**src/rtl/tu_pkg.sv**
```systemverilog
package tu_pkg;

  localparam logic [7:0] SYM_FILL_OPEN  = 8'h5C;
  localparam logic [7:0] SYM_FILL_CLOSE = 8'hFC;

  typedef enum logic {
    PH_DATA = 1'b0,
    PH_FILL = 1'b1
  } phase_e;

  typedef enum logic [1:0] {
    K_ZERO  = 2'd0,
    K_PIXEL = 2'd1,
    K_OPEN  = 2'd2,
    K_CLOSE = 2'd3
  } sym_kind_e;

endpackage

```
**src/rtl/tu_slot_counter.sv**
```systemverilog
module tu_slot_counter #(
  parameter int TU_LEN = 40,
  parameter int POS_W  = $clog2(TU_LEN)
) (
  input  logic             clk,
  input  logic             rst,
  output logic [POS_W-1:0] pos,
  output logic             last
);

  assign last = (pos == POS_W'(TU_LEN - 1));

  always_ff @(posedge clk) begin
    if (rst)       pos <= '0;
    else if (last) pos <= '0;
    else           pos <= pos + 1'b1;
  end

  assert_wrap_R2: assert property (@(posedge clk) disable iff (rst)
    last |=> (pos == '0));

  assert_step_R2: assert property (@(posedge clk) disable iff (rst)
    !last |=> (pos == $past(pos) + 1'b1));

  assert_range_R2: assert property (@(posedge clk) disable iff (rst)
    pos < POS_W'(TU_LEN));

endmodule

```
**src/rtl/tu_pixel_serializer.sv**
```systemverilog
module tu_pixel_serializer #(
  parameter int PIX_W = 24,
  parameter int SYM_W = 8
) (
  input  logic             clk,
  input  logic             rst,
  input  logic             load,
  input  logic [PIX_W-1:0] pix_in,
  output logic             busy,
  output logic [SYM_W-1:0] sym
);

  localparam int NSYM  = PIX_W / SYM_W;
  localparam int IDX_W = $clog2(NSYM + 1);

  logic [PIX_W-1:0] hold;
  logic [IDX_W-1:0] idx;

  assign busy = (idx != '0);
  assign sym  = load ? pix_in[PIX_W-1 -: SYM_W] : hold[PIX_W-1 -: SYM_W];

  always_ff @(posedge clk) begin
    if (rst) begin
      hold <= '0;
      idx  <= '0;
    end else if (load) begin
      hold <= pix_in << SYM_W;
      idx  <= IDX_W'(1);
    end else if (busy) begin
      hold <= hold << SYM_W;
      idx  <= (idx == IDX_W'(NSYM - 1)) ? '0 : idx + 1'b1;
    end
  end

  assert_load_boundary_R5: assert property (@(posedge clk) disable iff (rst)
    load |-> !busy);

  assert_pixel_run_R3: assert property (@(posedge clk) disable iff (rst)
    (busy && idx != IDX_W'(NSYM - 1)) |=> busy);

  assert_start_run_R3: assert property (@(posedge clk) disable iff (rst)
    load |=> busy);

endmodule

```
**src/rtl/tu_fill_ctrl.sv**
```systemverilog
module tu_fill_ctrl
  import tu_pkg::*;
#(
  parameter int TU_LEN    = 40,
  parameter int DATA_SYMS = 33,
  parameter int NSYM      = 3,
  parameter int POS_W     = $clog2(TU_LEN)
) (
  input  logic             clk,
  input  logic             rst,
  input  logic [POS_W-1:0] pos,
  input  logic             last,
  input  logic             busy,
  input  logic             pix_valid,
  input  logic             line_end,
  output sym_kind_e        kind,
  output logic             load,
  output logic             pix_ready
);

  phase_e phase;
  logic   pend;
  logic   room;
  logic   data_end;

  assign room     = (pos <= POS_W'(DATA_SYMS - NSYM));
  assign data_end = (pos == POS_W'(DATA_SYMS));
  assign load     = pix_ready && pix_valid;

  always_comb begin
    kind      = K_ZERO;
    pix_ready = 1'b0;
    if (phase == PH_FILL) begin
      kind = last ? K_CLOSE : K_ZERO;
    end else if (busy) begin
      kind = K_PIXEL;
    end else if (data_end || line_end || pend) begin
      kind = K_OPEN;
    end else if (room) begin
      pix_ready = !rst;
      if (pix_valid && !rst) kind = K_PIXEL;
    end
  end

  always_ff @(posedge clk) begin
    if (rst) begin
      phase <= PH_DATA;
      pend  <= 1'b0;
    end else if (phase == PH_FILL) begin
      if (last) phase <= PH_DATA;
    end else if (kind == K_OPEN) begin
      phase <= PH_FILL;
      pend  <= 1'b0;
    end else if (busy && line_end) begin
      pend <= 1'b1;
    end
  end

  assert_fill_no_take_R8: assert property (@(posedge clk) disable iff (rst)
    (phase == PH_FILL) |-> !pix_ready);

  assert_late_start_R6: assert property (@(posedge clk) disable iff (rst)
    load |-> (pos <= POS_W'(DATA_SYMS - NSYM)));

  assert_open_enters_fill_R4: assert property (@(posedge clk) disable iff (rst)
    (kind == K_OPEN) |=> (phase == PH_FILL));

  assert_close_at_end_R2: assert property (@(posedge clk) disable iff (rst)
    (kind == K_CLOSE) |-> last);

  assert_pend_in_data_R9: assert property (@(posedge clk) disable iff (rst)
    pend |-> (phase == PH_DATA));

  assert_fresh_unit_R8: assert property (@(posedge clk) disable iff (rst)
    (phase == PH_FILL && last) |=> (phase == PH_DATA && !pend));

endmodule

```
**src/rtl/tu_packer.sv**
```systemverilog
module tu_packer
  import tu_pkg::*;
#(
  parameter int TU_LEN       = 40,
  parameter int PIX_PER_TU   = 11,
  parameter int PIX_W        = 24,
  parameter int SYM_W        = 8,
  parameter int LANES        = 1,
  parameter int SYM_RATE_KHZ = 270000
) (
  input  logic             clk,
  input  logic             rst,
  input  logic             pix_valid,
  output logic             pix_ready,
  input  logic [PIX_W-1:0] pix_data,
  input  logic             line_end,
  output logic [SYM_W-1:0] sym_out,
  output logic             sym_is_ctrl
);

  localparam int NSYM        = PIX_W / SYM_W;
  localparam int DATA_SYMS   = PIX_PER_TU * NSYM;
  localparam int FILL_SYMS   = TU_LEN - DATA_SYMS;
  localparam int POS_W       = $clog2(TU_LEN);
  localparam int EFF_PIX_KHZ = (SYM_RATE_KHZ * PIX_PER_TU * LANES) / TU_LEN;

  generate
    if (TU_LEN < 32 || TU_LEN > 64) begin : g_bad_len
      $error("transfer unit length out of range 32..64");
    end
    if (FILL_SYMS < 2) begin : g_bad_fill
      $error("fill region needs at least two symbols");
    end
    if (PIX_W % SYM_W != 0 || NSYM < 2) begin : g_bad_pix
      $error("pixel width must be a multiple of at least two symbols");
    end
  endgenerate

  logic [POS_W-1:0] pos;
  logic             last;
  logic             busy;
  logic             load;
  logic [SYM_W-1:0] ser_sym;
  sym_kind_e        kind;

  tu_slot_counter #(
    .TU_LEN (TU_LEN),
    .POS_W  (POS_W)
  ) u_slots (
    .clk  (clk),
    .rst  (rst),
    .pos  (pos),
    .last (last)
  );

  tu_pixel_serializer #(
    .PIX_W (PIX_W),
    .SYM_W (SYM_W)
  ) u_ser (
    .clk    (clk),
    .rst    (rst),
    .load   (load),
    .pix_in (pix_data),
    .busy   (busy),
    .sym    (ser_sym)
  );

  tu_fill_ctrl #(
    .TU_LEN    (TU_LEN),
    .DATA_SYMS (DATA_SYMS),
    .NSYM      (NSYM),
    .POS_W     (POS_W)
  ) u_ctrl (
    .clk       (clk),
    .rst       (rst),
    .pos       (pos),
    .last      (last),
    .busy      (busy),
    .pix_valid (pix_valid),
    .line_end  (line_end),
    .kind      (kind),
    .load      (load),
    .pix_ready (pix_ready)
  );

  always_ff @(posedge clk) begin
    if (rst) begin
      sym_out     <= '0;
      sym_is_ctrl <= 1'b0;
    end else begin
      unique case (kind)
        K_PIXEL: begin
          sym_out     <= ser_sym;
          sym_is_ctrl <= 1'b0;
        end
        K_OPEN: begin
          sym_out     <= SYM_W'(SYM_FILL_OPEN);
          sym_is_ctrl <= 1'b1;
        end
        K_CLOSE: begin
          sym_out     <= SYM_W'(SYM_FILL_CLOSE);
          sym_is_ctrl <= 1'b1;
        end
        default: begin
          sym_out     <= '0;
          sym_is_ctrl <= 1'b0;
        end
      endcase
    end
  end

  assert_ctrl_codes_R2: assert property (@(posedge clk) disable iff (rst)
    sym_is_ctrl |-> (sym_out == SYM_W'(SYM_FILL_OPEN) ||
                     sym_out == SYM_W'(SYM_FILL_CLOSE)));

  assert_zero_slot_R7: assert property (@(posedge clk) disable iff (rst)
    (kind == K_ZERO) |=> (sym_out == '0 && !sym_is_ctrl));

  assert_ready_gated_R1: assert property (@(posedge clk)
    rst |-> !pix_ready);

  assert_rate_R4: assert property (@(posedge clk) disable iff (rst)
    EFF_PIX_KHZ <= SYM_RATE_KHZ * LANES |-> (pix_ready |-> !busy));

endmodule

```
**config.mk**
```make
export PLATFORM = sky130hd
export DESIGN_NAME = tu_packer
export DESIGN_NICKNAME = d
export VERILOG_FILES = /design/src/rtl/tu_pkg.sv /design/src/rtl/tu_slot_counter.sv /design/src/rtl/tu_pixel_serializer.sv /design/src/rtl/tu_fill_ctrl.sv /design/src/rtl/tu_packer.sv
export SDC_FILE = /design/constraint.sdc
export NUM_CORES = 1
export LEC_CHECK = 0
export CORE_MARGIN = 2
export CORE_UTILIZATION = 44
export CTS_CLUSTER_DIAMETER = 150
export CTS_CLUSTER_SIZE = 30
export DETAILED_ROUTE_END_ITERATION = 12
export PLACE_DENSITY = 0.75
export SYNTH_ARGS = -nofsm -noshare
export SYNTH_HDL_FRONTEND = slang
export SYNTH_HIERARCHICAL = 1
export SYNTH_SLANG_ARGS = --single-unit
```
**constraint.sdc**
```tcl
create_clock -name clk -period 2.4 [get_ports clk]
set_clock_uncertainty 0.05 [all_clocks]
set_input_delay 0.48 -clock clk [delete_from_list [all_inputs] [get_ports clk]]
set_output_delay 0.48 -clock clk [all_outputs]
set_load 0.01 [all_outputs]
```
==> impl_metrics.env, run 1 <==
export IMPL_status="finished clean"
export IMPL_boundaryPins=38
export IMPL_critical_path_startpoint_type="flip-flop"
export IMPL_p_leak_uw=0.000755
export IMPL_cts_sink_count=35
export IMPL_swShare_pct=26.7
export IMPL_vdd_ir_drop_worst_uv=323
export IMPL_mappedNetlistArea_mm2=0.00160
export IMPL_cts_tree="yes"
export IMPL_portBuffers=37
export IMPL_syn_to_final_growth_pct=31.6
export IMPL_layout_drive_gt1_share_pct=16.8
export IMPL_route_detailed_vias_per_inst=5.27
export IMPL_dr_total_vias=1369
export IMPL_period_share_pct=91.3
export IMPL_power_density_mw_per_mm2=549
export IMPL_timing_critical_path_mode_cell="sky130_fd_sc_hd__buf_4"
export IMPL_grt_pass1_vias=1367
export IMPL_initial_core_util_pct=46.7
export IMPL_worst_ep_required_time_ps=2620
export IMPL_worst_slew_margin_rel_pct=67.2
export IMPL_vertical_die_dimension_um=64.2
export IMPL_cts_root_buffer_cell="sky130_fd_sc_hd__clkbuf_4"
export IMPL_avgSynthCellArea_um2=9.39
export IMPL_clk_insertion_delay_late_ps=330
export IMPL_drt_wirelength_per_cell_um=13.4
export IMPL_syn_inst=170
export IMPL_totalWireLength_um=3490
export IMPL_final_cell_count_no_fill=260
export IMPL_max_clock_freq_mhz=457
export IMPL_clock_tree_htree_level_count=2
export IMPL_hold_start="u_slots/pos[0]"
export IMPL_p_sw_uw=309
export IMPL_synth_seq_area_share_pct=43.9
export IMPL_gp_congestion=0.836
export IMPL_hold_path_cell_count=1
export IMPL_sequential_group_share_of_total_power_pct=54.9
export IMPL_timing_critical_path_slowest_cell_delay_ps=470
export IMPL_grt_antenna_before_repair=0
export IMPL_slew_violations=0
export IMPL_synth_edff_count=0
export IMPL_clk_pin_slew_ps=100
export IMPL_min_period_ps=2190
export IMPL_rsz0062_at_grt="no"
export IMPL_cts_path_max_buffers=2
export IMPL_synth_warnings=6
export IMPL_global_route_overflow_total=0
export IMPL_synth_seq_cells=35
export IMPL_count_of_max_cap_constraint_violations=0
export IMPL_final_hold_viol_count=0
export IMPL_worst_r2r_path_depth=8
export IMPL_ys_async_sr_fraction_pct=0
export IMPL_path_buf_inv=3
export IMPL_drcViolationCount=0
export IMPL_crit_fanout=18
export IMPL_die_area_mm2=0.00413
export IMPL_final_antenna_net_count=0
export IMPL_mappedNetlistNets=199
export IMPL_grt_total_usage_pct=19.1
export IMPL_crit_path_cell_trace="nor4bb_1, a211o_1, buf_4, nor3_2, buf_4, buf_4, or4b_1, a21oi_1"
export IMPL_worstHoldPathType="flip-flop to flip-flop"
export IMPL_core_area_mm2=0.00342
export IMPL_drt_first_pass_iters=4
export IMPL_worst_path_max_delay_cell="sky130_fd_sc_hd__or4b_1"
export IMPL_first_pass_grt_wire_length_um=6140
export IMPL_core_rowCount=21
export IMPL_chipWidth_um=64.2
export IMPL_timing_final_setup_violations=0
export IMPL_r2r_setup_slack_ps=210
export IMPL_data_arrival_time_of_the_worst_path_ps=2410
export IMPL_n_antenna_cell=0
export IMPL_synth_distinct_cells=37
export IMPL_inst_count_dp=252
export IMPL_worst_pin_slew_ps=492
export IMPL_worst_r2r_start="u_slots/pos[5]"
export IMPL_num_fill_cells=294
export IMPL_layout_nets=242
export IMPL_combPwrFrac_pct=18.8
export IMPL_post_route_util_pct=61.5
export IMPL_timing_worst_setup_path_type="flip-flop to flip-flop"
export IMPL_clock_power_share_pct=26.3
export IMPL_worst_hold_path_endpoint="u_slots/pos[0]"
export IMPL_synth_main_ff_cell="sky130_fd_sc_hd__dfxtp_1"
export IMPL_tns_ps=0
export IMPL_grt_max_degree=31
export IMPL_critPathCaptureType="flip-flop"
export IMPL_crit_reg2reg_capture="u_ser/hold[8]"
export IMPL_internal_power_uw=846
export IMPL_dp_hpwl_um=2560
export IMPL_number_of_buffers_inserted_during_clock_tree_synthesis=5
export IMPL_cp_top_family="simple AND/OR/NAND/NOR gates"
export IMPL_drt_first_iter_violations=74
placed cells by master (no fill, tap or decap), types with 9 or more instances in the layout:
| cell | synthesis | final |
|---|---|---|
| sky130_fd_sc_hd__nand2_1 | 10 | 10 |
| sky130_fd_sc_hd__o21ai_0 | 9 | 9 |
| sky130_fd_sc_hd__nor2_1 | 20 | 19 |
| sky130_fd_sc_hd__clkdlybuf4s50_1 | 0 | 36 |
| sky130_fd_sc_hd__buf_4 | 0 | 9 |
| sky130_fd_sc_hd__dfxtp_1 | 35 | 34 |
| sky130_fd_sc_hd__a21oi_1 | 13 | 13 |
| sky130_fd_sc_hd__nor2b_1 | 9 | 9 |
cell families after synthesis:
group	share of synthesized area [%]
simple gates	28.8
xor+xnor	1.65
buf+inv	4.23
mux	5.64
fa+ha+maj	0.784
flops	43.9
compound gates	15.0
synth_stat cells, drive strengths merged, types with 4 or more instances:
cell | number | area [um^2]
nand2 | 11 | 43.8
nor3 | 4 | 20.0
o21ai | 9 | 45.0
mux2 | 8 | 90.1
buf | 6 | 41.3
nor2 | 20 | 75.1
or4b | 8 | 80.1
clkbuf | 4 | 15.0
or3b | 8 | 70.1
nor2b | 9 | 56.3
dfxtp | 35 | 701
nand3 | 5 | 30.0
a21oi | 14 | 73.8
a311oi | 8 | 70.1
state kept, by name, indices dropped and copies added, names as in the netlist:
name / cells
u_ser/idx: 2
u_ctrl/phase: 1
u_ctrl/pend: 1
sym_is_ctrl: 1
u_slots/pos: 6
u_ser/hold: 16
sym_out: 8
how the worst max path moves through the flow:
| stage | from | cells after the start | slack, ps | endpoint |
|---|---|---|---|---|
| 4_1_cts | u_slots/pos[5] | 8 | 210 | u_ser/hold[11] |
| 2_1_floorplan | u_ser/idx[0] | 10 | 20 | sym_out[6] |
| 5_1_grt | u_slots/pos[5] | 8 | 50 | u_ser/hold[10] |
| 3_5_place_dp | line_end | 4 | -50 | pix_ready |
| 3_3_place_gp | line_end | 4 | -10 | pix_ready |
| 6_report | u_slots/pos[5] | 8 | 210 | u_ser/hold[8] |
through the flow:
stage                     hold WS, ps  cell area, um^2  power, uW  setup slack [ps]
after floorplan                   397             1610        761              21.3
after global placement            416             2040        858             -11.1
after detailed placement          430             2040        864             -45.6
after CTS                         456             2100       1170               211
after global routing              488             2100       1230              47.2
final                             450             2100       1150               210
routing by layer:
layer,part of all wire [%],global-route usage [%],up-vias
met5,0,0,-
met4,1.1,5.59,0
met3,4.8,6.16,6
met2,48,32.3,31
met1,46,23.1,635
li1,-,-,697
power groups by stage:
stage	clock [uW]	combinational, uW	sequential (uW)
after floorplan	0	113	648
after global placement	0	212	645
after detailed placement	0	218	646
after CTS	314	219	634
after global routing	349	240	638
final	303	218	633
final cells by class:
| class | count | area, um^2 | area share, % |
|---|---|---|---|
| Clock buffer | 5 | 37.5 | 1.79 |
| Clock inverter | 3 | 15.0 | 0.715 |
| Inverter | 3 | 11.3 | 0.536 |
| Multi-Input combinational cell | 122 | 841 | 40.0 |
| Sequential cell | 35 | 702 | 33.4 |
| Tap cell | 46 | 57.6 | 2.74 |
| Timing Repair Buffer | 46 | 437 | 20.8 |
what timing repair did:
item,4_1_cts,5_1_grt
setup endpoints to repair,1,0
hold buffers,0,0
buffers inserted,0,0
gates resized for setup,3,0
Note: power is estimated with default switching activity, not from simulation.
==> run 2, diff against run 1 <==
--- a/config.mk
+++ b/config.mk
@@ -10,6 +10,7 @@
 export CTS_CLUSTER_DIAMETER = 150
 export CTS_CLUSTER_SIZE = 30
 export DETAILED_ROUTE_END_ITERATION = 12
+export GPL_ROUTABILITY_DRIVEN = 0
 export PLACE_DENSITY = 0.75
 export SYNTH_ARGS = -nofsm -noshare
 export SYNTH_HDL_FRONTEND = slang
==> results of run 2 <==
The final DEF is identical to that of run 1; final timing and power are the same.
==> run 3, diff against run 2 <==
--- a/config.mk
+++ b/config.mk
@@ -5,14 +5,15 @@
 export SDC_FILE = /design/constraint.sdc
 export NUM_CORES = 1
 export LEC_CHECK = 0
+export CELL_PAD_IN_SITES_DETAIL_PLACEMENT = 0
+export CELL_PAD_IN_SITES_GLOBAL_PLACEMENT = 2
 export CORE_MARGIN = 2
-export CORE_UTILIZATION = 44
+export CORE_UTILIZATION = 25
 export CTS_CLUSTER_DIAMETER = 150
 export CTS_CLUSTER_SIZE = 30
 export DETAILED_ROUTE_END_ITERATION = 12
 export GPL_ROUTABILITY_DRIVEN = 0
-export PLACE_DENSITY = 0.75
+export PLACE_DENSITY_LB_ADDON = 0.1
 export SYNTH_ARGS = -nofsm -noshare
 export SYNTH_HDL_FRONTEND = slang
-export SYNTH_HIERARCHICAL = 1
 export SYNTH_SLANG_ARGS = --single-unit
==> run 3 against run 2 <==
Combinational power down 8%. First-iteration DRC count is 24% lower. Count of clock-buffer cells in the layout up 1. Total power rose by 8.6%. Non-clock buffer count rose by 2. Worst setup slack got worse by 38 ps. Worst hold slack worse by 46 ps.
==> impl_metrics.env, run 3 <==
export IMPL_status="finished clean"
export IMPL_most_common_layout_cells="sky130_fd_sc_hd__clkdlybuf4s50_1 (36), sky130_fd_sc_hd__dfxtp_1 (35), sky130_fd_sc_hd__nand2_1 (23), sky130_fd_sc_hd__nand3_1 (18)"
export IMPL_global_route_overflow_total=0
export IMPL_chipWidth_um=79.9
export IMPL_mappedNetlistArea_mm2=0.00144
export IMPL_clk_insertion_delay_late_ps=290
export IMPL_crit_fanout=24
export IMPL_power_uw=1250
export IMPL_data_arrival_time_of_the_worst_path_ps=2360
export IMPL_grt_pass1_vias=1176
export IMPL_power_density_mw_per_mm2=609
export IMPL_count_of_max_cap_constraint_violations=0
export IMPL_syn_inst=160
export IMPL_grt_total_usage_pct=12.7
export IMPL_ys_async_sr_fraction_pct=0
export IMPL_drt_first_iter_violations=56
export IMPL_p_leak_uw=0.000760
export IMPL_drt_wirelength_per_cell_um=13.3
export IMPL_r2r_setup_slack_ps=510
export IMPL_synth_edff_count=0
export IMPL_cts_root_buffer_cell="sky130_fd_sc_hd__clkbuf_8"
export IMPL_n_antenna_cell=0
export IMPL_flip_flop_count_of_the_largest_register_all_copies_and_words_added=16
export IMPL_hold_path_cell_count=2
export IMPL_worst_path_max_delay_cell="sky130_fd_sc_hd__or4_1"
export IMPL_final_layout_worst_hold_slack_ps=404
export IMPL_post_cts_setup_buffer_count=0
export IMPL_slew_violations=0
export IMPL_synth_seq_area_share_pct=48.7
export IMPL_inst_count_dp=273
export IMPL_crit_path_cell_trace="clkdlybuf4s50_1, buf_4, or4_1, a211oi_4, buf_12, mux2i_1, nor3b_1"
export IMPL_max_clock_freq_mhz=449
export IMPL_synth_main_ff_cell="sky130_fd_sc_hd__dfxtp_1"
export IMPL_worst_ep_required_time_ps=2530
export IMPL_cts_tree="yes"
export IMPL_reg_largest_list="u_ser.hold: 16 flops, sym_out: 8 flops, u_slots.pos: 6 flops"
export IMPL_rsz0062_at_grt="no"
export IMPL_route_detailed_vias_per_inst=4.58
export IMPL_synth_warnings=0
export IMPL_grt_max_degree=25
export IMPL_worst_r2r_path_depth=5
export IMPL_drcViolationCount=0
export IMPL_core_area_mm2=0.00554
export IMPL_totalWireLength_um=3740
export IMPL_hold_start="u_ser.hold[10]"
export IMPL_worst_hold_path_endpoint="u_ser.hold[10]"
export IMPL_grt_antenna_before_repair=0
export IMPL_clk_pin_slew_ps=70
export IMPL_placed_cell_area_mm2=0.00197
export IMPL_synth_distinct_cells=33
export IMPL_swShare_pct=26.2
export IMPL_layout_drive_gt1_share_pct=12.9
export IMPL_worstHoldPathType="flip-flop to flip-flop"
export IMPL_syn_to_final_growth_pct=42.9
export IMPL_min_period_ps=2230
export IMPL_vdd_ir_drop_worst_uv=214
export IMPL_layout_nets=239
export IMPL_critPathCaptureType="flip-flop"
export IMPL_timing_final_setup_violations=0
export IMPL_final_antenna_net_count=0
export IMPL_critical_path_startpoint_type="primary input"
export IMPL_worst_pin_slew_ps=564
export IMPL_cts_hold_buffers=0
export IMPL_sequential_group_share_of_total_power_pct=50.4
export IMPL_final_hold_viol_count=0
export IMPL_crit_reg2reg_capture="sym_out[1]"
export IMPL_max_flop_register="u_ser.hold"
export IMPL_mappedNetlistNets=191
export IMPL_yosysMostFrequentCell="sky130_fd_sc_hd__dfxtp_1"
export IMPL_vertical_die_dimension_um=79.9
export IMPL_boundaryPins=38
export IMPL_avgSynthCellArea_um2=9.00
export IMPL_dr_total_vias=1286
export IMPL_ranking_of_synthesized_cells_by_instance_count="sky130_fd_sc_hd__dfxtp_1 (35), sky130_fd_sc_hd__nand2_1 (23), sky130_fd_sc_hd__nand3_1 (18), sky130_fd_sc_hd__a22oi_1 (13), sky130_fd_sc_hd__nor2_1 (13)"
export IMPL_drt_first_pass_iters=4
export IMPL_timing_worst_setup_path_type="primary input to flip-flop"
export IMPL_number_of_buffers_inserted_during_clock_tree_synthesis=5
export IMPL_synth_area_leaders="sky130_fd_sc_hd__dfxtp_1 (49%), sky130_fd_sc_hd__a22oi_1 (6.8%), sky130_fd_sc_hd__nand3_1 (6.3%)"
export IMPL_final_cell_count_no_fill=281
export IMPL_worst_r2r_start="u_slots.pos[5]"
export IMPL_first_pass_grt_wire_length_um=6020
export IMPL_core_rowCount=27
export IMPL_initial_core_util_pct=26.0
export IMPL_period_share_pct=92.9
export IMPL_timing_critical_path_slowest_cell_delay_ps=560
export IMPL_die_area_mm2=0.00638
export IMPL_p_sw_uw=328
export IMPL_dp_hpwl_um=2680
export IMPL_cts_sink_count=35
export IMPL_finish_instance_area_mm2=0.00206
export IMPL_cts_path_max_buffers=2
export IMPL_final_common_cell="sky130_fd_sc_hd__clkdlybuf4s50_1"
export IMPL_portBuffers=37
export IMPL_netlist_area_leader_share_pct=48.7
export IMPL_post_route_util_pct=37.2
export IMPL_synth_seq_cells=35
export IMPL_clock_tree_htree_level_count=2
export IMPL_clock_power_share_pct=33.6
export IMPL_cell_accounting_for_the_most_synthesized_area="sky130_fd_sc_hd__dfxtp_1"
export IMPL_worst_slew_margin_rel_pct=62.3
export IMPL_combPwrFrac_pct=16.0
export IMPL_internal_power_uw=925
[run 3: changes by cell type in the layout (fill, tap and decap cells not counted), moves of 8 or more]
cell                       delta
sky130_fd_sc_hd__mux2_2       -8
sky130_fd_sc_hd__nor2b_1      -9
sky130_fd_sc_hd__nand3_1     +14
sky130_fd_sc_hd__nand2_1     +13
sky130_fd_sc_hd__or4b_1       -8
sky130_fd_sc_hd__a311oi_1     -8
sky130_fd_sc_hd__or3b_1       -8
sky130_fd_sc_hd__a22oi_1     +13
[run 3: worst max-delay path by stage]
stage	from	end	slack (ps)
final	line_end	sym_out[1]	170
after detailed placement	line_end	sym_out[1]	-110
after CTS	line_end	sym_out[1]	180
after global routing	u_slots.pos[2]	pix_ready	70
after global placement	line_end	pix_ready	-90
after floorplan	line_end	u_ser.hold[21]	500
[run 3: area by class of cell]
type	instances	area [um^2]
well taps	72	90.1
fillers	572	3480
clock buffers	6	72.6
repair buffers	48	477
multi-input cells	114	691
clock inverters	2	12.5
flip-flops and latches	35	701
inverters	4	15.0
[run 3: worst max-delay path: cells and delay by family]
family | cells | cell delay (ps)
AO/OA/AOI/OAI | 1 | 240
multiplexers | 1 | 220
AND/OR/NAND/NOR | 2 | 630
buffers and inverters | 3 | 780
[run 3: per-layer routing]
metal / wire length, um / track usage (%) / up-vias
li1: - / - / 662
met1: 1900 / 17.3 / 584
met5: 0 / 0 / -
met2: 1580 / 17.7 / 36
met4: 37 / 5.08 / 0
met3: 227 / 4.98 / 4
[run 3: cells by family after synthesis]
logic type	after synthesis	synth area share [%]
AO/OA/AOI/OAI	35	17.4
XOR/XNOR	4	2.43
AND/OR/NAND/NOR	70	23.7
buffers and inverters	11	3.82
multiplexers	2	1.39
flip-flops	35	48.7
adder cells (fa/ha/maj)	3	2.61
[run 3: metrics by stage]
step	TNS, ps	setup slack (ps)
floorplan	0	499
global placement	-185	-90.3
detailed placement	-298	-112
CTS	0	179
global route	0	73.8
finish	0	171
[run 3: repair_timing]
item                                    CTS  global route
resized for setup                         3             0
endpoints found under the hold margin     0             0
endpoints found under the setup margin    1             0
[run 3: power by group through the flow]
| stage | logic (uW) | registers (uW) | clock network, uW |
|---|---|---|---|
| after floorplan | 85.2 | 646 | 0 |
| after global placement | 198 | 644 | 0 |
| after detailed placement | 200 | 645 | 0 |
| after CTS | 201 | 631 | 443 |
| after global routing | 220 | 635 | 469 |
| final | 201 | 631 | 421 |
